File: src/rtl/tbt_pkg.sv
// Package: shared helpers for the timer bank.
// Assumes counter values fit in 32 bits.
package tbt_pkg;

    // True when the low 'lvl' bits of 'cnt' are all ones (lvl 0 is always true).
    function automatic logic rate_hit(input int unsigned cnt, input int unsigned lvl);
        int unsigned msk;
        msk = (32'd1 << lvl) - 32'd1;
        return (cnt & msk) == msk;
    endfunction

endpackage

File: src/rtl/tbt_rate_sched.sv
// Rate scheduler: owns the shared modulo counter. On every base tick it
// steps the counter and raises the step enable of each group whose rate
// matches the advanced counter value. Assumes CNT_W >= N_GROUPS-1.
module tbt_rate_sched #(
    parameter int N_GROUPS = 3,
    parameter int CNT_W    = 2
) (
    input  logic                clk,
    input  logic                rst_n,
    input  logic                tick_i,
    output logic [N_GROUPS-1:0] grp_en_o
);
    import tbt_pkg::*;

    logic [CNT_W-1:0] cnt_q;
    logic [CNT_W-1:0] cnt_nx;

    // Advanced counter value that the enables are decoded from.
    always_comb cnt_nx = cnt_q + 1'b1;

    // Modulo counter: steps once per base tick.
    always_ff @(posedge clk) begin
        if (!rst_n)      cnt_q <= '0;
        else if (tick_i) cnt_q <= cnt_nx;
    end

    // One enable per group, each at half the rate of the one before.
    for (genvar g = 0; g < N_GROUPS; g++) begin : g_en
        assign grp_en_o[g] = tick_i & rate_hit(32'(cnt_nx), g);
    end

    AST_CNT_ADVANCE: assert property (@(posedge clk) disable iff (!rst_n)
        tick_i |=> cnt_q == CNT_W'($past(cnt_q) + 1'b1));
    AST_CNT_HOLD: assert property (@(posedge clk) disable iff (!rst_n)
        !tick_i |=> $stable(cnt_q));
    AST_NO_TICK_NO_STEP: assert property (@(posedge clk) disable iff (!rst_n)
        !tick_i |-> grp_en_o == '0);
    AST_BASE_EVERY_TICK: assert property (@(posedge clk) disable iff (!rst_n)
        tick_i |-> grp_en_o[0]);

    for (genvar g = 1; g < N_GROUPS; g++) begin : g_nest
        AST_RATE_HALVES: assert property (@(posedge clk) disable iff (!rst_n)
            grp_en_o[g] |-> grp_en_o[g-1]);
    end

endmodule

File: src/rtl/tbt_timer_cell.sv
// Timer cell: one saturating countdown register. A load takes priority
// over a step. Assumes ld_i and dec_i are single-cycle qualified strobes.
module tbt_timer_cell #(
    parameter int TMR_W = 8
) (
    input  logic             clk,
    input  logic             rst_n,
    input  logic             ld_i,
    input  logic [TMR_W-1:0] ld_val_i,
    input  logic             dec_i,
    output logic             zero_o
);
    logic [TMR_W-1:0] cnt_q;

    // Count register: load first, otherwise step down unless already zero.
    always_ff @(posedge clk) begin
        if (!rst_n)                    cnt_q <= '0;
        else if (ld_i)                 cnt_q <= ld_val_i;
        else if (dec_i && cnt_q != '0) cnt_q <= cnt_q - 1'b1;
    end

    // Expired flag is the zero test of the count.
    always_comb zero_o = (cnt_q == '0);

    AST_LOAD_WINS: assert property (@(posedge clk) disable iff (!rst_n)
        ld_i |=> cnt_q == $past(ld_val_i));
    AST_STEP_ONE: assert property (@(posedge clk) disable iff (!rst_n)
        (!ld_i && dec_i && cnt_q != '0) |=> cnt_q == TMR_W'($past(cnt_q) - 1'b1));
    AST_NO_WRAP: assert property (@(posedge clk) disable iff (!rst_n)
        (!ld_i && zero_o) |=> zero_o);
    AST_IDLE_HOLD: assert property (@(posedge clk) disable iff (!rst_n)
        (!ld_i && !dec_i) |=> $stable(cnt_q));

endmodule

File: src/rtl/tbt_timer_group.sv
// Timer group: SIZE cells sharing one step enable. Cell s answers to flat
// index BASE+s. Assumes BASE+SIZE fits in IDX_W bits.
module tbt_timer_group #(
    parameter int TMR_W = 8,
    parameter int SIZE  = 4,
    parameter int IDX_W = 4,
    parameter int BASE  = 0
) (
    input  logic             clk,
    input  logic             rst_n,
    input  logic             step_i,
    input  logic             ld_i,
    input  logic [IDX_W-1:0] ld_idx_i,
    input  logic [TMR_W-1:0] ld_val_i,
    output logic [SIZE-1:0]  zero_o
);
    for (genvar s = 0; s < SIZE; s++) begin : g_cell
        logic hit;
        // Address decode for this slot.
        always_comb hit = ld_i && (ld_idx_i == IDX_W'(BASE + s));

        tbt_timer_cell #(.TMR_W(TMR_W)) u_cell (
            .clk      (clk),
            .rst_n    (rst_n),
            .ld_i     (hit),
            .ld_val_i (ld_val_i),
            .dec_i    (step_i),
            .zero_o   (zero_o[s])
        );
    end

endmodule

File: src/rtl/timer_bank.sv
// Timer bank top: N_GROUPS groups of TIMERS_PER_GROUP byte timers. Group g
// steps once every 2^g base ticks. Assumes tick_i is a one-cycle pulse.
module timer_bank #(
    parameter int TMR_W            = 8,
    parameter int N_GROUPS         = 3,
    parameter int TIMERS_PER_GROUP = 4,
    localparam int N_TIMERS        = N_GROUPS * TIMERS_PER_GROUP,
    localparam int IDX_W           = (N_TIMERS > 1) ? $clog2(N_TIMERS) : 1,
    localparam int CNT_W           = (N_GROUPS > 1) ? N_GROUPS - 1 : 1
) (
    input  logic                clk,
    input  logic                rst_n,
    input  logic                tick_i,
    input  logic                load_i,
    input  logic [IDX_W-1:0]    load_idx_i,
    input  logic [TMR_W-1:0]    load_val_i,
    output logic [N_TIMERS-1:0] expired_o
);
    logic [N_GROUPS-1:0] grp_en;

    tbt_rate_sched #(.N_GROUPS(N_GROUPS), .CNT_W(CNT_W)) u_sched (
        .clk      (clk),
        .rst_n    (rst_n),
        .tick_i   (tick_i),
        .grp_en_o (grp_en)
    );

    for (genvar g = 0; g < N_GROUPS; g++) begin : g_grp
        tbt_timer_group #(
            .TMR_W (TMR_W),
            .SIZE  (TIMERS_PER_GROUP),
            .IDX_W (IDX_W),
            .BASE  (g * TIMERS_PER_GROUP)
        ) u_grp (
            .clk      (clk),
            .rst_n    (rst_n),
            .step_i   (grp_en[g]),
            .ld_i     (load_i),
            .ld_idx_i (load_idx_i),
            .ld_val_i (load_val_i),
            .zero_o   (expired_o[g*TIMERS_PER_GROUP +: TIMERS_PER_GROUP])
        );
    end

    AST_RESET_ALL_EXPIRED: assert property (@(posedge clk)
        !rst_n |=> &expired_o);
    AST_OOR_LOAD_IGNORED: assert property (@(posedge clk) disable iff (!rst_n)
        (load_i && 32'(load_idx_i) >= N_TIMERS && !tick_i) |=> $stable(expired_o));
    AST_NO_TICK_NO_EXPIRY: assert property (@(posedge clk) disable iff (!rst_n)
        (!load_i && !tick_i) |=> $stable(expired_o));

endmodule

File: config.mk
export PLATFORM = sky130hd
export DESIGN_NAME = timer_bank
export DESIGN_NICKNAME = d
export VERILOG_FILES = /design/src/rtl/tbt_pkg.sv /design/src/rtl/tbt_rate_sched.sv /design/src/rtl/tbt_timer_cell.sv /design/src/rtl/tbt_timer_group.sv /design/src/rtl/timer_bank.sv
export SDC_FILE = /design/constraint.sdc
export NUM_CORES = 1
export LEC_CHECK = 0
export ABC_AREA = 1
export BUFFER_PORTS_ARGS = -buffer_cell sky130_fd_sc_hd__buf_4
export CAP_MARGIN = 10
export CORE_UTILIZATION = 40
export CTS_BUF_LIST = sky130_fd_sc_hd__clkbuf_8
export DETAILED_ROUTE_END_ITERATION = 10
export MAX_ROUTING_LAYER = met4
export SLEW_MARGIN = 20
export SYNTH_ARGS = -nofsm -noshare
export SYNTH_HDL_FRONTEND = slang
export SYNTH_SLANG_ARGS = --single-unit
File: constraint.sdc
create_clock -name clk -period 2.1 [get_ports clk]
set_clock_uncertainty 0.15 [all_clocks]
set_input_delay 0.21 -clock clk [delete_from_list [all_inputs] [get_ports clk]]
set_output_delay 0.21 -clock clk [all_outputs]
set_load 0.05 [all_outputs]
Word level (Yosys, flattened, before mapping)
Index checks and enable logic that the tools add are counted.
{"block": "classes", "n_addsub": 13, "mux": 24, "n_reduce_logical": 61, "eq_ne": 12, "n_bitwise": 2}
{"operator": "$mux 8", "n": 24}
{"operator": "$logic_not 8->1", "n": 12}
{"operator": "$reduce_bool 8->1", "n": 12}
{"operator": "$sub 8x1->8 const B", "n": 12}
{"operator": "$logic_and 1x1->1", "n": 24}
{"operator": "$reduce_bool 2->1", "n": 12}
{"operator": "$eq 4x3->1 const B", "n": 4}
{"operator": "$eq 4x4->1 const B", "n": 4}
{"operator": "$eq 4x2->1 const B", "n": 2}
{"operator": "$eq 4x1->1 const B", "n": 1}
{"operator": "$logic_not 4->1", "n": 1}
{"operator": "$add 2x1->2 const B", "n": 1}
{"operator": "$and 1x1->1", "n": 2}
{"operator": "$eq 2x2->1 const B", "n": 1}
{"block": "totals", "word_cells": 125, "output_inout_bits": 12, "regBits": 98}

Longest topological paths before layout
Gate-level depths: netlist of run 1.
{"block": "depth", "ltp_word": 6, "mapped_depth": 10}

Modules after synthesis
A second synthesis of run 1 with hierarchy kept.
{"block": "unflattened", "hier_cells": 1295, "area_unflattened_um2": 7445.9}
{"module": "tbt_timer_cell at g_grp[0].u_grp.g_cell[0].u_cell ...", "n_inst": 11, "cells_each": 104, "area_each_um2": 600.6}
{"module": "tbt_timer_cell at g_grp[0].u_grp.g_cell[3].u_cell", "n_inst": 1, "cells_each": 101, "area_each_um2": 591.8}
{"module": "tbt_timer_group", "n_inst": 3, "cells_each": 11, "area_each_um2": 43.8}
{"module": "tbt_rate_sched", "n_inst": 1, "cells_each": 17, "area_each_um2": 116.4}

Least setup slack after synthesis of run 1
Ideal clock, no wire load.
{"block": "synth_timing", "kind": "register to register", "from": "reg u_sched.cnt_q[0]", "to": "reg g_grp[2].u_grp.g_cell[0].u_cell.cnt_q[0]", "setup_ns": 0.132, "path_buffers": 0, "period_less_slack_ns": 1.598, "required_ns": 1.818, "arrival_ns": 1.315, "path_stages_with_launch": 9, "path_slack_ns": 0.502, "cell_sequence": "dfxtp_1 inv_1 ha_1 nand2_1 clkinv_1 nand2_1 nand2_1 nand2_1 a21oi_1"}
{"block": "synth_between", "elab_chain_len": 5}
{"element": "from (decl)", "line_no": "tbt_rate_sched.sv:15", "rtl": "logic [CNT_W-1:0] cnt_q;"}
{"element": "from (signal assigned)", "line_no": "tbt_rate_sched.sv:24", "rtl": "else if (tick_i) cnt_q <= cnt_nx;"}
{"element": "$add 2x1->2", "line_no": "tbt_rate_sched.sv:19", "rtl": "always_comb cnt_nx = cnt_q + 1'b1;"}
{"element": "via u_sched.cnt_nx[0]", "line_no": "tbt_rate_sched.sv:16", "rtl": "logic [CNT_W-1:0] cnt_nx;"}
{"element": "$eq 2x2->1", "line_no": "tbt_pkg.sv:9", "rtl": "return (cnt & msk) == msk;"}
{"element": "$and 1x1->1", "line_no": "tbt_rate_sched.sv:29", "rtl": "assign grp_en_o[g] = tick_i & rate_hit(32'(cnt_nx), g);"}
{"element": "$logic_and 1x1->1", "line_no": "tbt_timer_cell.sv:19", "rtl": "else if (dec_i && cnt_q != '0) cnt_q <= cnt_q - 1'b1;"}
{"element": "$reduce_bool 2->1 (no source line)"}
{"element": "to (signal assigned)", "line_no": "tbt_timer_cell.sv:18", "rtl": "else if (ld_i) cnt_q <= ld_val_i;"}
{"element": "to (signal assigned)", "line_no": "tbt_timer_cell.sv:19"}
{"element": "to (decl)", "line_no": "tbt_timer_cell.sv:13", "rtl": "logic [TMR_W-1:0] cnt_q;"}
The timed path passes the listed nets, and every way through them passes these cells.
A chain may end at the register's enable or synchronous reset.

Final worst setup path of run 1
{"block": "layout_timing", "from": "reg g_grp[2].u_grp.g_cell[3].u_cell.cnt_q[0]", "to": "out expired_o[11]"}
{"block": "layout_between", "elab_chain_len": 1}
{"element": "from (decl)", "line_no": "tbt_timer_cell.sv:13"}
{"element": "from (signal assigned)", "line_no": "tbt_timer_cell.sv:18"}
{"element": "from (signal assigned)", "line_no": "tbt_timer_cell.sv:19"}
{"element": "$logic_not 8->1", "line_no": "tbt_timer_cell.sv:23", "rtl": "always_comb zero_o = (cnt_q == '0);"}
{"element": "to (decl)", "line_no": "timer_bank.sv:17", "rtl": "output logic [N_TIMERS-1:0] expired_o"}
No other way between the ends.

==> impl_metrics.prom, run 1 <==
# TYPE chip_impl_metric gauge
chip_impl_metric{name="grt_pass1_wl",unit="mm"} 32.29
chip_impl_metric{name="routed_wl",unit="mm"} 19.73
chip_impl_metric{name="number_of_global_route_vias_before_repair",unit=""} 6486
chip_impl_metric{name="num_vias",unit=""} 7581
chip_impl_metric{name="clk_transition_reported_paths",unit="ns"} 0.10
chip_impl_metric{name="final_sum_of_negative_setup_slack",unit="ns"} 0
chip_impl_metric{name="crit_arrival",unit="ns"} 1.58
chip_impl_metric{name="design.core.area",unit="sq um"} 18020
chip_impl_metric{name="pre_cts_ws",unit="ns"} 0.1896
chip_impl_metric{name="asyncSetResetFlopFracSynth",unit=""} 0
chip_impl_metric{name="max_cap_violations",unit=""} 0
chip_impl_metric{name="dr.first_iter.drc_count",unit=""} 466
chip_impl_metric{name="top_level_pins",unit=""} 28
chip_impl_metric{name="post_synth_mux_area_share",unit=""} 0
chip_impl_metric{name="worstSkewPairLatency",unit="ns"} 0.40
chip_impl_metric{name="yosysTopAreaCellShare",unit=""} 0.2649
chip_impl_info{name="yosys-top-cells-area",value="sky130_fd_sc_hd__dfxtp_1 (26%), sky130_fd_sc_hd__nand2_1 (23%), sky130_fd_sc_hd__nand3_1 (12%), sky130_fd_sc_hd__nor2_1 (9.2%), sky130_fd_sc_hd__inv_1 (7.8%)"} 1
chip_impl_info{name="rr_endpoint",value="g_grp[2].u_grp.g_cell[0].u_cell.cnt_q[4]$_SDFFE_PN0P_"} 1
chip_impl_metric{name="drv_slew",unit=""} 0
chip_impl_metric{name="post_drt_wl_per_cell",unit="microns"} 12.75
chip_impl_metric{name="synth.yosys.seq_area_share",unit=""} 0.2649
chip_impl_info{name="synth_largest_area_cell",value="sky130_fd_sc_hd__dfxtp_1"} 1
chip_impl_metric{name="grt_util_all_layers",unit=""} 0.2145
chip_impl_info{name="cp-startpoint",value="g_grp[2].u_grp.g_cell[3].u_cell.cnt_q[0]$_SDFFE_PN0P_"} 1
chip_impl_metric{name="num-nets-final",unit=""} 1356
chip_impl_metric{name="io_buffers",unit=""} 27
chip_impl_metric{name="synth_area_per_inst",unit="sq um"} 5.658
chip_impl_info{name="synth_ff_type",value="sky130_fd_sc_hd__dfxtp_1"} 1
chip_impl_metric{name="final_hold_viol_count",unit=""} 0
chip_impl_info{name="worst_setup_path_end_kind",value="output pin"} 1
chip_impl_metric{name="diodes",unit=""} 0
chip_impl_metric{name="grt_start_max_net_pins",unit=""} 44
chip_impl_metric{name="clock_tree.htree_level_count",unit=""} 3
chip_impl_metric{name="detailedRoute.firstPassIterationCount",unit=""} 5
chip_impl_metric{name="cp_max_fo",unit=""} 5
chip_impl_info{name="tritoncts",value="yes"} 1
chip_impl_metric{name="total_leakage_power",unit="nW"} 3.977
chip_impl_metric{name="measured_slew_at_the_worst_slew_check_pin",unit="ns"} 0.4171
chip_impl_info{name="crit_path_end",value="expired_o[11]"} 1
chip_impl_info{name="rsz0062_at_grt",value="no"} 1
chip_impl_metric{name="finish.instance_area",unit="sq um"} 7945
chip_impl_metric{name="layout_setup_ws",unit="ns"} 0.1613
chip_impl_metric{name="timing.hold.ws",unit="ns"} 0.1273
chip_impl_metric{name="drt_drc_violations_left",unit=""} 0
chip_impl_metric{name="post_synth_fa_ha_maj_area_fraction",unit=""} 0.04224
chip_impl_metric{name="detail_route.vias_per_cell",unit=""} 4.897
chip_impl_metric{name="clock-sinks",unit=""} 98
chip_impl_metric{name="initial_core_util",unit=""} 0.4109
chip_impl_metric{name="number_of_enable_flip_flop_cells_after_synthesis",unit=""} 0
chip_impl_metric{name="numCtsBuffers",unit=""} 9
chip_impl_info{name="largest_family_of_logic_cells_by_synthesized_area",value="simple AND/OR/NAND/NOR gates"} 1
chip_impl_metric{name="die-area",unit="sq um"} 19060
chip_impl_metric{name="fin_total_pwr",unit="mW"} 12.36
chip_impl_metric{name="largest_buffer_count_on_any_clock_path",unit=""} 2
chip_impl_metric{name="postRouteAntennaNets",unit=""} 0
chip_impl_metric{name="die_h",unit="microns"} 138.1
chip_impl_metric{name="leftover_overflow_at_the_end_of_global_routing",unit=""} 0
chip_impl_metric{name="grt_antenna_before_repair",unit=""} 0
chip_impl_metric{name="syn_inst",unit=""} 1309
chip_impl_metric{name="synth-warning-count",unit=""} 0
chip_impl_metric{name="drive_gt1_frac",unit=""} 0.07202
chip_impl_metric{name="mappedNetlistArea",unit="sq um"} 7406
chip_impl_metric{name="finalWeightedCongestion",unit=""} 0.8737
chip_impl_metric{name="post_synth_xor_area_fraction",unit=""} 0.01301
chip_impl_metric{name="floorplan.rows",unit=""} 49
chip_impl_metric{name="synth_cell_type_count",unit=""} 27
chip_impl_metric{name="final.min_clock_period",unit="ns"} 1.939
chip_impl_metric{name="worst_ir_drop_vdd",unit="mV"} 1.067
chip_impl_metric{name="hpwl",unit="mm"} 13.56
chip_impl_metric{name="final_core_utilization",unit=""} 0.4408
chip_impl_metric{name="post_synthesis_register_bit_count",unit=""} 98
chip_impl_metric{name="cp_data_required_time",unit="ns"} 1.74
chip_impl_metric{name="placement.cell_area",unit="sq um"} 7727
chip_impl_metric{name="finish.cell_count_without_fillers",unit=""} 1548
chip_impl_metric{name="min_period_over_period",unit=""} 0.9232
chip_impl_metric{name="number_of_cells_on_the_worst_reg_to_reg_path",unit=""} 8
chip_impl_metric{name="power_density",unit="nW/um^2"} 1555
chip_impl_info{name="hold_crit_path_type",value="in2reg"} 1
chip_impl_metric{name="simple_logic_cell_fraction_of_the_synthesized_area",unit=""} 0.4852
chip_impl_info{name="path_type_of_the_worst_setup_path",value="reg2out"} 1
chip_impl_info{name="worst_r2r_startpoint",value="u_sched.cnt_q[0]$_SDFFE_PN0P_"} 1
chip_impl_metric{name="syn-num-nets",unit=""} 1350
chip_impl_info{name="critical_path_source_type",value="flip-flop"} 1
chip_impl_metric{name="syn_to_final_growth",unit="%"} 7.282
chip_impl_metric{name="die_w",unit="microns"} 138.1
chip_impl_metric{name="timing.reg2reg.setup_slack",unit="ns"} 0.24
chip_impl_metric{name="timing.slew.headroom",unit=""} 0.7213
chip_impl_info{name="status",value="finished clean"} 1
chip_impl_metric{name="synth_compound_area_frac",unit=""} 0.06927
chip_impl_metric{name="setup_viol_count_final",unit=""} 0
chip_impl_metric{name="placed_cells",unit=""} 1531
chip_impl_metric{name="max_freq",unit="GHz"} 0.5158
chip_impl_info{name="cts_root_buffer",value="sky130_fd_sc_hd__clkbuf_8"} 1
Yosys cell counts, types with 8 or more instances:
cell / count
sky130_fd_sc_hd__nand4_1: 15
sky130_fd_sc_hd__nand3_1: 173
sky130_fd_sc_hd__o21ai_1: 8
sky130_fd_sc_hd__a21oi_1: 60
sky130_fd_sc_hd__buf_4: 18
sky130_fd_sc_hd__clkbuf_1: 16
sky130_fd_sc_hd__buf_2: 11
sky130_fd_sc_hd__nor2_1: 181
sky130_fd_sc_hd__inv_2: 8
sky130_fd_sc_hd__xnor2_1: 10
sky130_fd_sc_hd__ha_1: 25
sky130_fd_sc_hd__nand2_1: 461
sky130_fd_sc_hd__dfxtp_1: 98
sky130_fd_sc_hd__nand2_2: 12
sky130_fd_sc_hd__o21ai_0: 33
sky130_fd_sc_hd__inv_1: 153
critical path, cell delays in order, from the launching register on:
cell	delay [ns]
sky130_fd_sc_hd__dfxtp_1	0.34
sky130_fd_sc_hd__inv_1	0.14
sky130_fd_sc_hd__ha_1	0.18
sky130_fd_sc_hd__nand2_1	0.07
sky130_fd_sc_hd__nor2_1	0.21
sky130_fd_sc_hd__buf_4	0.24
what timing repair did:
item / in CTS / in global routing
resized for setup: 0 / 2
buffers inserted: 0 / 0
hold buffers: 2 / 0
setup endpoints to repair: 0 / 5
endpoints found under the hold margin: 9 / 0
layout make-up:
type	count	area (sq um)
Fill cell	1992	10080
Clock inverter	5	55.05
Clock buffer	10	137.6
Multi-Input combinational cell	998	4521
Sequential cell	98	1962
Timing Repair Buffer	46	375.4
Tap cell	229	286.5
Inverter	162	608.1
report_power, final:
| group | leakage (nW) | total, mW | switching [mW] | internal, mW |
|---|---|---|---|---|
| Combinational | 3.08 | 8.00 | 5.11 | 2.89 |
| Sequential | 0.801 | 3.08 | 0.613 | 2.47 |
| Clock | 0.0941 | 1.28 | 0.708 | 0.573 |
layout by cell type, fill, tap and decap left out, drive strengths merged:
cell type    count
nand2          474
nor2           191
nand3          176
inv            161
dfxtp           98
a21oi           60
buf             44
o21ai           41
ha              25
nand4           15
xnor2           10
clkbuf          10
clkinv           3
nand3b           2
nor3             2
clkinvlp         2
dlygate4sd3      2
xor2             1
o21bai           1
bufinv           1
state kept, by name, summed over array words and instances, names as in the netlist:
register	cells
u_sched.cnt_q	2
g_grp.u_grp.g_cell.u_cell.cnt_q	96
cells by family (layout without fill, tap and decap cells):
| group | count (synthesis) | in the layout |
|---|---|---|
| xor gates and xnor gates | 11 | 11 |
| AOI/OAI and AO/OA | 102 | 102 |
| adders and majority gates | 25 | 25 |
| buffers and inverters | 213 | 223 |
| DFF | 98 | 98 |
| and+or+nand+nor | 860 | 860 |
how the worst min path moves through the flow:
| stage | slack, ns | endpoint | cells past startpoint | startpoint |
|---|---|---|---|---|
| floorplan | 0.26 | u_sched.cnt_q[0]$_SDFFE_PN0P_ | 3 | tick_i |
| global placement | 0.31 | g_grp[1].u_grp.g_cell[1].u_cell.cnt_q[0]$_SDFFE_PN0P_ | 2 | g_grp[1].u_grp.g_cell[1].u_cell.cnt_q[0]$_SDFFE_PN0P_ |
| detailed placement | 0.32 | g_grp[1].u_grp.g_cell[1].u_cell.cnt_q[0]$_SDFFE_PN0P_ | 2 | g_grp[1].u_grp.g_cell[1].u_cell.cnt_q[0]$_SDFFE_PN0P_ |
| CTS | 0.11 | g_grp[2].u_grp.g_cell[2].u_cell.cnt_q[0]$_SDFFE_PN0P_ | 3 | load_val_i[0] |
| global route | 0.10 | g_grp[2].u_grp.g_cell[2].u_cell.cnt_q[0]$_SDFFE_PN0P_ | 3 | load_val_i[0] |
| finish | 0.13 | g_grp[2].u_grp.g_cell[2].u_cell.cnt_q[0]$_SDFFE_PN0P_ | 3 | load_val_i[0] |
metal layers:
metal  track usage  routed length [microns]
met2        0.3368                     8956
met5             -                        0
met1        0.2830                     9788
met4       0.05437                      259
met3       0.03914                      727
Power figures use the tool's default switching activity.
==> run 2, diff against run 1 <==
- CORE_ASPECT_RATIO: unset -> 0.5
- GPL_TIMING_DRIVEN: unset -> 0
- RECOVER_POWER: unset -> 50
==> impl_metrics.prom, run 2 (same netlist as run 1, synthesis figures left out) <==
# TYPE chip_impl_metric gauge
chip_impl_metric{name="finalWeightedCongestion",unit=""} 0.8959
chip_impl_metric{name="netSwitchingFraction",unit=""} 0.5184
chip_impl_info{name="max_flop_register",value="g_grp.u_grp.g_cell.u_cell.cnt_q"} 1
chip_impl_metric{name="max_cap_violations",unit=""} 0
chip_impl_info{name="cp-startpoint",value="g_grp[2].u_grp.g_cell[1].u_cell.cnt_q[0]$_SDFFE_PN0P_"} 1
chip_impl_metric{name="num-nets-final",unit=""} 1391
chip_impl_info{name="most_frequent_standard_cell_in_the_layout_excluding_fill_and_tap_cells",value="sky130_fd_sc_hd__nand2_1"} 1
chip_impl_metric{name="final_core_utilization",unit=""} 0.4573
chip_impl_metric{name="final.min_clock_period",unit="ns"} 1.987
chip_impl_metric{name="design.core.area",unit="sq um"} 17740
chip_impl_info{name="layout.cells.most_common_list",value="sky130_fd_sc_hd__nand2_1 (464), sky130_fd_sc_hd__nor2_1 (175), sky130_fd_sc_hd__nand3_1 (173)"} 1
chip_impl_info{name="status",value="finished clean"} 1
chip_impl_metric{name="clock_tree.htree_level_count",unit=""} 3
chip_impl_metric{name="timing.hold.ws",unit="ns"} 0.009391
chip_impl_metric{name="sequentialPowerShare",unit=""} 0.247
chip_impl_metric{name="min_period_over_period",unit=""} 0.9461
chip_impl_info{name="worst_setup_path_end_kind",value="output pin"} 1
chip_impl_metric{name="max_freq",unit="GHz"} 0.5033
chip_impl_metric{name="worst_ir_drop_vdd",unit="mV"} 1.004
chip_impl_metric{name="finish.instance_area",unit="sq um"} 8112
chip_impl_metric{name="number_of_global_route_vias_before_repair",unit=""} 7077
chip_impl_metric{name="leftover_overflow_at_the_end_of_global_routing",unit=""} 0
chip_impl_metric{name="fillerInstances",unit=""} 1942
chip_impl_info{name="path_type_of_the_worst_setup_path",value="reg2out"} 1
chip_impl_metric{name="die_h",unit="microns"} 98.22
chip_impl_metric{name="drt_drc_violations_left",unit=""} 0
chip_impl_metric{name="power_density",unit="nW/um^2"} 1545
chip_impl_metric{name="internal_power",unit="mW"} 6.034
chip_impl_metric{name="diodes",unit=""} 0
chip_impl_metric{name="postCtsSetupRepairBufs",unit=""} 0
chip_impl_metric{name="num_vias",unit=""} 7886
chip_impl_metric{name="io_buffers",unit=""} 26
chip_impl_metric{name="detail_route.vias_per_cell",unit=""} 4.963
chip_impl_metric{name="drv_slew",unit=""} 0
chip_impl_info{name="tritoncts",value="yes"} 1
chip_impl_metric{name="dr.first_iter.drc_count",unit=""} 518
chip_impl_info{name="sequence_of_cells_on_the_critical_path",value="inv_1, ha_1, nand2_1, inv_1, nand2_1, inv_1, buf_4, buf_4"} 1
chip_impl_metric{name="net_switching_power",unit="mW"} 6.495
chip_impl_metric{name="post_drt_wl_per_cell",unit="microns"} 13.00
chip_impl_metric{name="hpwl",unit="mm"} 14.92
chip_impl_metric{name="number_of_flip_flops_in_the_largest_register",unit=""} 96
chip_impl_metric{name="top_level_pins",unit=""} 28
chip_impl_metric{name="largest_buffer_count_on_any_clock_path",unit=""} 2
chip_impl_metric{name="measured_slew_at_the_worst_slew_check_pin",unit="ns"} 1.022
chip_impl_metric{name="numCtsBuffers",unit=""} 9
chip_impl_metric{name="crit_arrival",unit="ns"} 1.63
chip_impl_metric{name="placement.cell_area",unit="sq um"} 7894
chip_impl_metric{name="grt_antenna_before_repair",unit=""} 0
chip_impl_info{name="worstHoldStart",value="rst_n"} 1
chip_impl_metric{name="timing.slew.headroom",unit=""} 0.3188
chip_impl_metric{name="total_leakage_power",unit="nW"} 4.078
chip_impl_metric{name="cp_max_fo",unit=""} 5
chip_impl_metric{name="floorplan.rows",unit=""} 34
chip_impl_metric{name="detailedRoute.firstPassIterationCount",unit=""} 6
chip_impl_info{name="critical_path_source_type",value="flip-flop"} 1
chip_impl_metric{name="worst_path_largest_cell_delay",unit="ns"} 0.36
chip_impl_metric{name="setup_viol_count_final",unit=""} 0
chip_impl_metric{name="syn_to_final_growth",unit="%"} 9.529
chip_impl_metric{name="layout_setup_ws",unit="ns"} 0.1131
chip_impl_info{name="cts_root_buffer",value="sky130_fd_sc_hd__clkbuf_8"} 1
chip_impl_info{name="path_common_cell",value="sky130_fd_sc_hd__inv_1"} 1
chip_impl_metric{name="drive_gt1_frac",unit=""} 0.08339
chip_impl_metric{name="cp_data_required_time",unit="ns"} 1.74
chip_impl_info{name="slowest_stage_cell_on_the_critical_path",value="sky130_fd_sc_hd__dfxtp_2"} 1
chip_impl_metric{name="postRouteAntennaNets",unit=""} 0
chip_impl_info{name="worst_r2r_startpoint",value="u_sched.cnt_q[0]$_SDFFE_PN0P_"} 1
chip_impl_metric{name="worstSkewPairLatency",unit="ns"} 0.39
chip_impl_metric{name="relative_contribution_of_the_clock_network_to_total_power",unit=""} 0.092
chip_impl_metric{name="pre_cts_ws",unit="ns"} -0.1091
chip_impl_metric{name="power_frac_comb",unit=""} 0.661
chip_impl_info{name="top_regs",value="g_grp.u_grp.g_cell.u_cell.cnt_q: 96 flops, u_sched.cnt_q: 2 flops"} 1
chip_impl_metric{name="grt_pass1_wl",unit="mm"} 34.89
chip_impl_metric{name="grt_util_all_layers",unit=""} 0.2341
chip_impl_metric{name="die_w",unit="microns"} 194.4
chip_impl_metric{name="die-area",unit="sq um"} 19100
chip_impl_metric{name="routed_wl",unit="mm"} 20.65
chip_impl_metric{name="grt_start_max_net_pins",unit=""} 16
chip_impl_metric{name="clk_transition_reported_paths",unit="ns"} 0.10
chip_impl_metric{name="clock-sinks",unit=""} 98
chip_impl_metric{name="final_hold_viol_count",unit=""} 0
chip_impl_metric{name="initial_core_util",unit=""} 0.4175
chip_impl_info{name="hold_crit_path_type",value="in2reg"} 1
## run 2: what timing repair did
action                                 CTS  global route
cloned                                   0             0
setup endpoints to repair               10            23
endpoints found under the hold margin    3             0
pin swaps                                0             0
hold buffers                             4             0
gates resized for setup                  2            16
## run 2: path summary, 6_finish.rpt
| path | cells after the start | endpoint | slack, ns |
|---|---|---|---|
| max reg2reg | 8 | g_grp[2].u_grp.g_cell[0].u_cell.cnt_q[4]$_SDFFE_PN0P_ | 0.13 |
| min reg2reg | 2 | g_grp[1].u_grp.g_cell[1].u_cell.cnt_q[0]$_SDFFE_PN0P_ | 0.34 |
| min | 3 | g_grp[2].u_grp.g_cell[3].u_cell.cnt_q[6]$_SDFFE_PN0P_ | 0.009 |
| max | 8 | expired_o[9] | 0.11 |
## run 2: routing by layer
| metal | up-vias | share of wire | GRT usage |
|---|---|---|---|
| met2 | 166 | 0.42 | 0.3606 |
| li1 | 4160 | - | - |
| met3 | 21 | 0.048 | 0.04041 |
| met4 | 0 | 0.015 | 0.05433 |
| met1 | 3539 | 0.51 | 0.3180 |
| met5 | - | 0 | - |
## run 2: through the flow
step	setup TNS (ns)	power (mW)	instances
2_1_floorplan	0	9.710	1309
3_3_place_gp	-0.3221	11.22	1569
3_5_place_dp	-0.6034	11.36	1569
4_1_cts	0	12.56	1589
5_1_grt	-0.004868	13.99	1589
6_report	0	12.53	1589
## run 2: area by class of cell
type	instances	area (sq um)	share of cell area
multi-input combinational	998	4523	0.5576
sequential	98	1964	0.2422
inverter	162	609.3	0.07512
buffer	51	321.6	0.03964
tap	234	292.8	0.03609
timing repair buffer	30	227.7	0.02807
clock buffer	10	137.6	0.01697
clock inverter	6	35.03	0.004319
## run 2: power by group through the flow
stage	Clock [mW]	Combinational (mW)	Sequential (mW)
after detailed placement	0	8.26	3.10
after CTS	1.19	8.31	3.07
final	1.15	8.28	3.10
after floorplan	0	6.76	2.95
after global placement	0	8.13	3.10
after global routing	1.27	9.52	3.20
## run 2: worst max-delay path: cells and delay by family, from the launching register on
kind	cells	cell delay, ns
fa+ha+maj	1	0.21
buf+inv	5	0.47
flops	1	0.36
simple gates	2	0.19
==> run 3, diff against run 2 <==
- GPL_ROUTABILITY_DRIVEN: unset -> 0
- PLACE_DENSITY: unset -> 0.63
- clock period: 2.1 -> 1.8 ns (I/O delays scaled with it)
==> impl_metrics.prom, run 3 (same netlist as run 1, synthesis figures left out) <==
# TYPE chip_impl_metric gauge
chip_impl_info{name="status",value="finished clean"} 1
chip_impl_metric{name="die_w",unit="microns"} 194.4
chip_impl_info{name="path_type_of_the_worst_setup_path",value="reg2out"} 1
chip_impl_metric{name="detailedRoute.firstPassIterationCount",unit=""} 5
chip_impl_metric{name="multi_input_area",unit="sq um"} 4786
chip_impl_info{name="min_to",value="g_grp[2].u_grp.g_cell[3].u_cell.cnt_q[3]$_SDFFE_PN0P_"} 1
chip_impl_metric{name="clk_transition_reported_paths",unit="ns"} 0.09
chip_impl_metric{name="crit_arrival",unit="ns"} 1.42
chip_impl_metric{name="leftover_overflow_at_the_end_of_global_routing",unit=""} 0
chip_impl_metric{name="critical_path_buffers_and_inverters",unit=""} 5
chip_impl_metric{name="number_of_flip_flops_in_the_largest_register",unit=""} 96
chip_impl_info{name="worstHoldStart",value="load_val_i[3]"} 1
chip_impl_info{name="path_common_cell",value="sky130_fd_sc_hd__inv_2"} 1
chip_impl_info{name="rr_endpoint",value="g_grp[2].u_grp.g_cell[2].u_cell.cnt_q[3]$_SDFFE_PN0P_"} 1
chip_impl_metric{name="final_hold_viol_count",unit=""} 0
chip_impl_metric{name="dr.first_iter.drc_count",unit=""} 541
chip_impl_metric{name="final_core_utilization",unit=""} 0.5030
chip_impl_info{name="sequence_of_cells_on_the_critical_path",value="inv_2, ha_2, nand2_1, inv_1, nand2_2, inv_2, buf_4, buf_8"} 1
chip_impl_info{name="slowest_stage_cell_on_the_critical_path",value="sky130_fd_sc_hd__dfxtp_2"} 1
chip_impl_metric{name="number_of_cells_on_the_worst_reg_to_reg_path",unit=""} 10
chip_impl_metric{name="power_density",unit="nW/um^2"} 1873
chip_impl_metric{name="fillerInstances",unit=""} 1841
chip_impl_metric{name="max_cap_violations",unit=""} 0
chip_impl_metric{name="placement.cell_area",unit="sq um"} 7894
chip_impl_info{name="max_flop_register",value="g_grp.u_grp.g_cell.u_cell.cnt_q"} 1
chip_impl_info{name="worst_setup_path_end_kind",value="output pin"} 1
chip_impl_metric{name="initial_core_util",unit=""} 0.4175
chip_impl_metric{name="die-area",unit="sq um"} 19100
chip_impl_metric{name="die_h",unit="microns"} 98.22
chip_impl_metric{name="setup_viol_count_final",unit=""} 0
chip_impl_info{name="hold_crit_path_type",value="in2reg"} 1
chip_impl_metric{name="worst_ir_drop_vdd",unit="mV"} 1.151
chip_impl_info{name="top_regs",value="g_grp.u_grp.g_cell.u_cell.cnt_q: 96 flops, u_sched.cnt_q: 2 flops"} 1
chip_impl_info{name="cts_root_buffer",value="sky130_fd_sc_hd__clkbuf_8"} 1
chip_impl_metric{name="diodes",unit=""} 0
chip_impl_info{name="rsz0062_at_grt",value="yes"} 1
chip_impl_metric{name="number_of_global_route_vias_before_repair",unit=""} 7220
chip_impl_metric{name="floorplan.rows",unit=""} 34
chip_impl_metric{name="io_buffers",unit=""} 26
chip_impl_metric{name="fin_total_pwr",unit="mW"} 16.72
chip_impl_metric{name="max_freq",unit="GHz"} 0.5702
chip_impl_metric{name="cp_max_fo",unit=""} 3
chip_impl_info{name="cp_top_family",value="buffers and inverters"} 1
chip_impl_metric{name="detail_route.vias_per_cell",unit=""} 5.084
chip_impl_metric{name="design.core.area",unit="sq um"} 17740
chip_impl_metric{name="syn_to_final_growth",unit="%"} 20.49
chip_impl_info{name="layout.cells.most_common_list",value="sky130_fd_sc_hd__nand2_1 (442), sky130_fd_sc_hd__nand3_1 (172), sky130_fd_sc_hd__nor2_1 (157)"} 1
chip_impl_metric{name="num-nets-final",unit=""} 1437
chip_impl_metric{name="grt_util_all_layers",unit=""} 0.2342
chip_impl_metric{name="worstSkewPairLatency",unit="ns"} 0.39
chip_impl_metric{name="grt_start_max_net_pins",unit=""} 15
chip_impl_metric{name="timing.slew.headroom",unit=""} 0.3475
chip_impl_metric{name="top_level_pins",unit=""} 28
chip_impl_metric{name="timing.reg2reg.setup_slack",unit="ns"} 0.05
chip_impl_metric{name="numCtsBuffers",unit=""} 9
chip_impl_metric{name="finish.instance_area",unit="sq um"} 8924
chip_impl_metric{name="grt_antenna_before_repair",unit=""} 0
chip_impl_metric{name="num_vias",unit=""} 8302
chip_impl_metric{name="total_leakage_power",unit="nW"} 4.411
chip_impl_metric{name="post_drt_wl_per_cell",unit="microns"} 13.61
chip_impl_metric{name="grt_pass1_wl",unit="mm"} 34.74
chip_impl_metric{name="drt_drc_violations_left",unit=""} 0
chip_impl_metric{name="postRouteAntennaNets",unit=""} 0
chip_impl_info{name="tritoncts",value="yes"} 1
chip_impl_metric{name="drive_gt1_frac",unit=""} 0.2066
chip_impl_metric{name="routed_wl",unit="mm"} 22.22
chip_impl_info{name="critical_path_source_type",value="flip-flop"} 1
chip_impl_metric{name="worst_path_largest_cell_delay",unit="ns"} 0.36
chip_impl_metric{name="clock_tree.htree_level_count",unit=""} 3
chip_impl_metric{name="hpwl",unit="mm"} 14.99
chip_impl_metric{name="min_period_over_period",unit=""} 0.9744
chip_impl_metric{name="final_sum_of_negative_setup_slack",unit="ns"} 0
chip_impl_metric{name="regArea",unit="sq um"} 2027
chip_impl_info{name="worst_r2r_startpoint",value="g_grp[2].u_grp.g_cell[2].u_cell.cnt_q[2]$_SDFFE_PN0P_"} 1
chip_impl_metric{name="hold_path_depth",unit=""} 5
chip_impl_metric{name="final.min_clock_period",unit="ns"} 1.754
chip_impl_metric{name="measured_slew_at_the_worst_slew_check_pin",unit="ns"} 0.9787
chip_impl_metric{name="clock-sinks",unit=""} 98
chip_impl_metric{name="cp_data_required_time",unit="ns"} 1.47
chip_impl_metric{name="drv_slew",unit=""} 0
chip_impl_info{name="most_frequent_standard_cell_in_the_layout_excluding_fill_and_tap_cells",value="sky130_fd_sc_hd__nand2_1"} 1
chip_impl_metric{name="largest_buffer_count_on_any_clock_path",unit=""} 2
==> run 3: cell type report <==
cell class              count  area share
clock inverters             5    0.005609
multi-input cells         998      0.5363
flip-flops and latches     98      0.2271
plain buffers              45     0.03169
clock buffers               9     0.01388
repair buffers             82     0.08216
well taps                 234     0.03281
inverters                 162     0.07039
==> run 3: routing by layer <==
metal / global-route usage / vias to the layer above / wire length (microns)
li1: - / 4256 / -
met1: 0.3003 / 3818 / 10340
met2: 0.3824 / 197 / 10160
met3: 0.04076 / 31 / 1324
met4: 0.05739 / 0 / 393
met5: - / - / 0
==> run 3: through the flow <==
step	setup slack [ns]	hold slack (ns)	std cells
global placement	-0.3949	0.3146	1569
finish	0.04610	0.01100	1633
detailed placement	-0.4206	0.3237	1569
global route	-0.01769	0.006928	1633
CTS	0.0008069	0.002588	1606
floorplan	0.2025	0.2273	1309
==> run 3: worst register-to-register path: stages, from the launching register on <==
cell and delay (ns):
sky130_fd_sc_hd__dfxtp_4 0.37, sky130_fd_sc_hd__nor2_4 0.12, sky130_fd_sc_hd__nand2_1 0.09, sky130_fd_sc_hd__inv_2 0.08
sky130_fd_sc_hd__nand2_2 0.08, sky130_fd_sc_hd__buf_4 0.13, sky130_fd_sc_hd__buf_4 0.14, sky130_fd_sc_hd__nand2_2 0.13
sky130_fd_sc_hd__nand2_1 0.15, sky130_fd_sc_hd__nand2_1 0.10, sky130_fd_sc_hd__a21oi_1 0.06
==> run 3: power breakdown <==
group	total, mW	leakage (nW)	switching, mW	internal (mW)
combinational	11.5	3.50	6.65	4.84
clock	1.42	0.0936	0.800	0.617
sequential	3.81	0.820	0.841	2.97
==> run 3: worst max path at each step <==
stage,startpoint,cells after the start,to
3_5_place_dp,u_sched.cnt_q[0]$_SDFFE_PN0P_,8,g_grp[2].u_grp.g_cell[0].u_cell.cnt_q[0]$_SDFFE_PN0P_
4_1_cts,g_grp[0].u_grp.g_cell[0].u_cell.cnt_q[0]$_SDFFE_PN0P_,8,expired_o[0]
5_1_grt,g_grp[1].u_grp.g_cell[2].u_cell.cnt_q[2]$_SDFFE_PN0P_,7,expired_o[6]
3_3_place_gp,u_sched.cnt_q[0]$_SDFFE_PN0P_,8,g_grp[2].u_grp.g_cell[0].u_cell.cnt_q[1]$_SDFFE_PN0P_
6_report,g_grp[2].u_grp.g_cell[2].u_cell.cnt_q[1]$_SDFFE_PN0P_,8,expired_o[10]
2_1_floorplan,u_sched.cnt_q[0]$_SDFFE_PN0P_,8,g_grp[2].u_grp.g_cell[0].u_cell.cnt_q[0]$_SDFFE_PN0P_
==> run 3: repair_timing <==
action                     4_1_cts  5_1_grt
pin swaps                        9       23
hold buffers                     6        0
hold endpoints to repair        12        0
setup endpoints to repair       57       86
gates resized for setup         82      114
buffers inserted                17       33
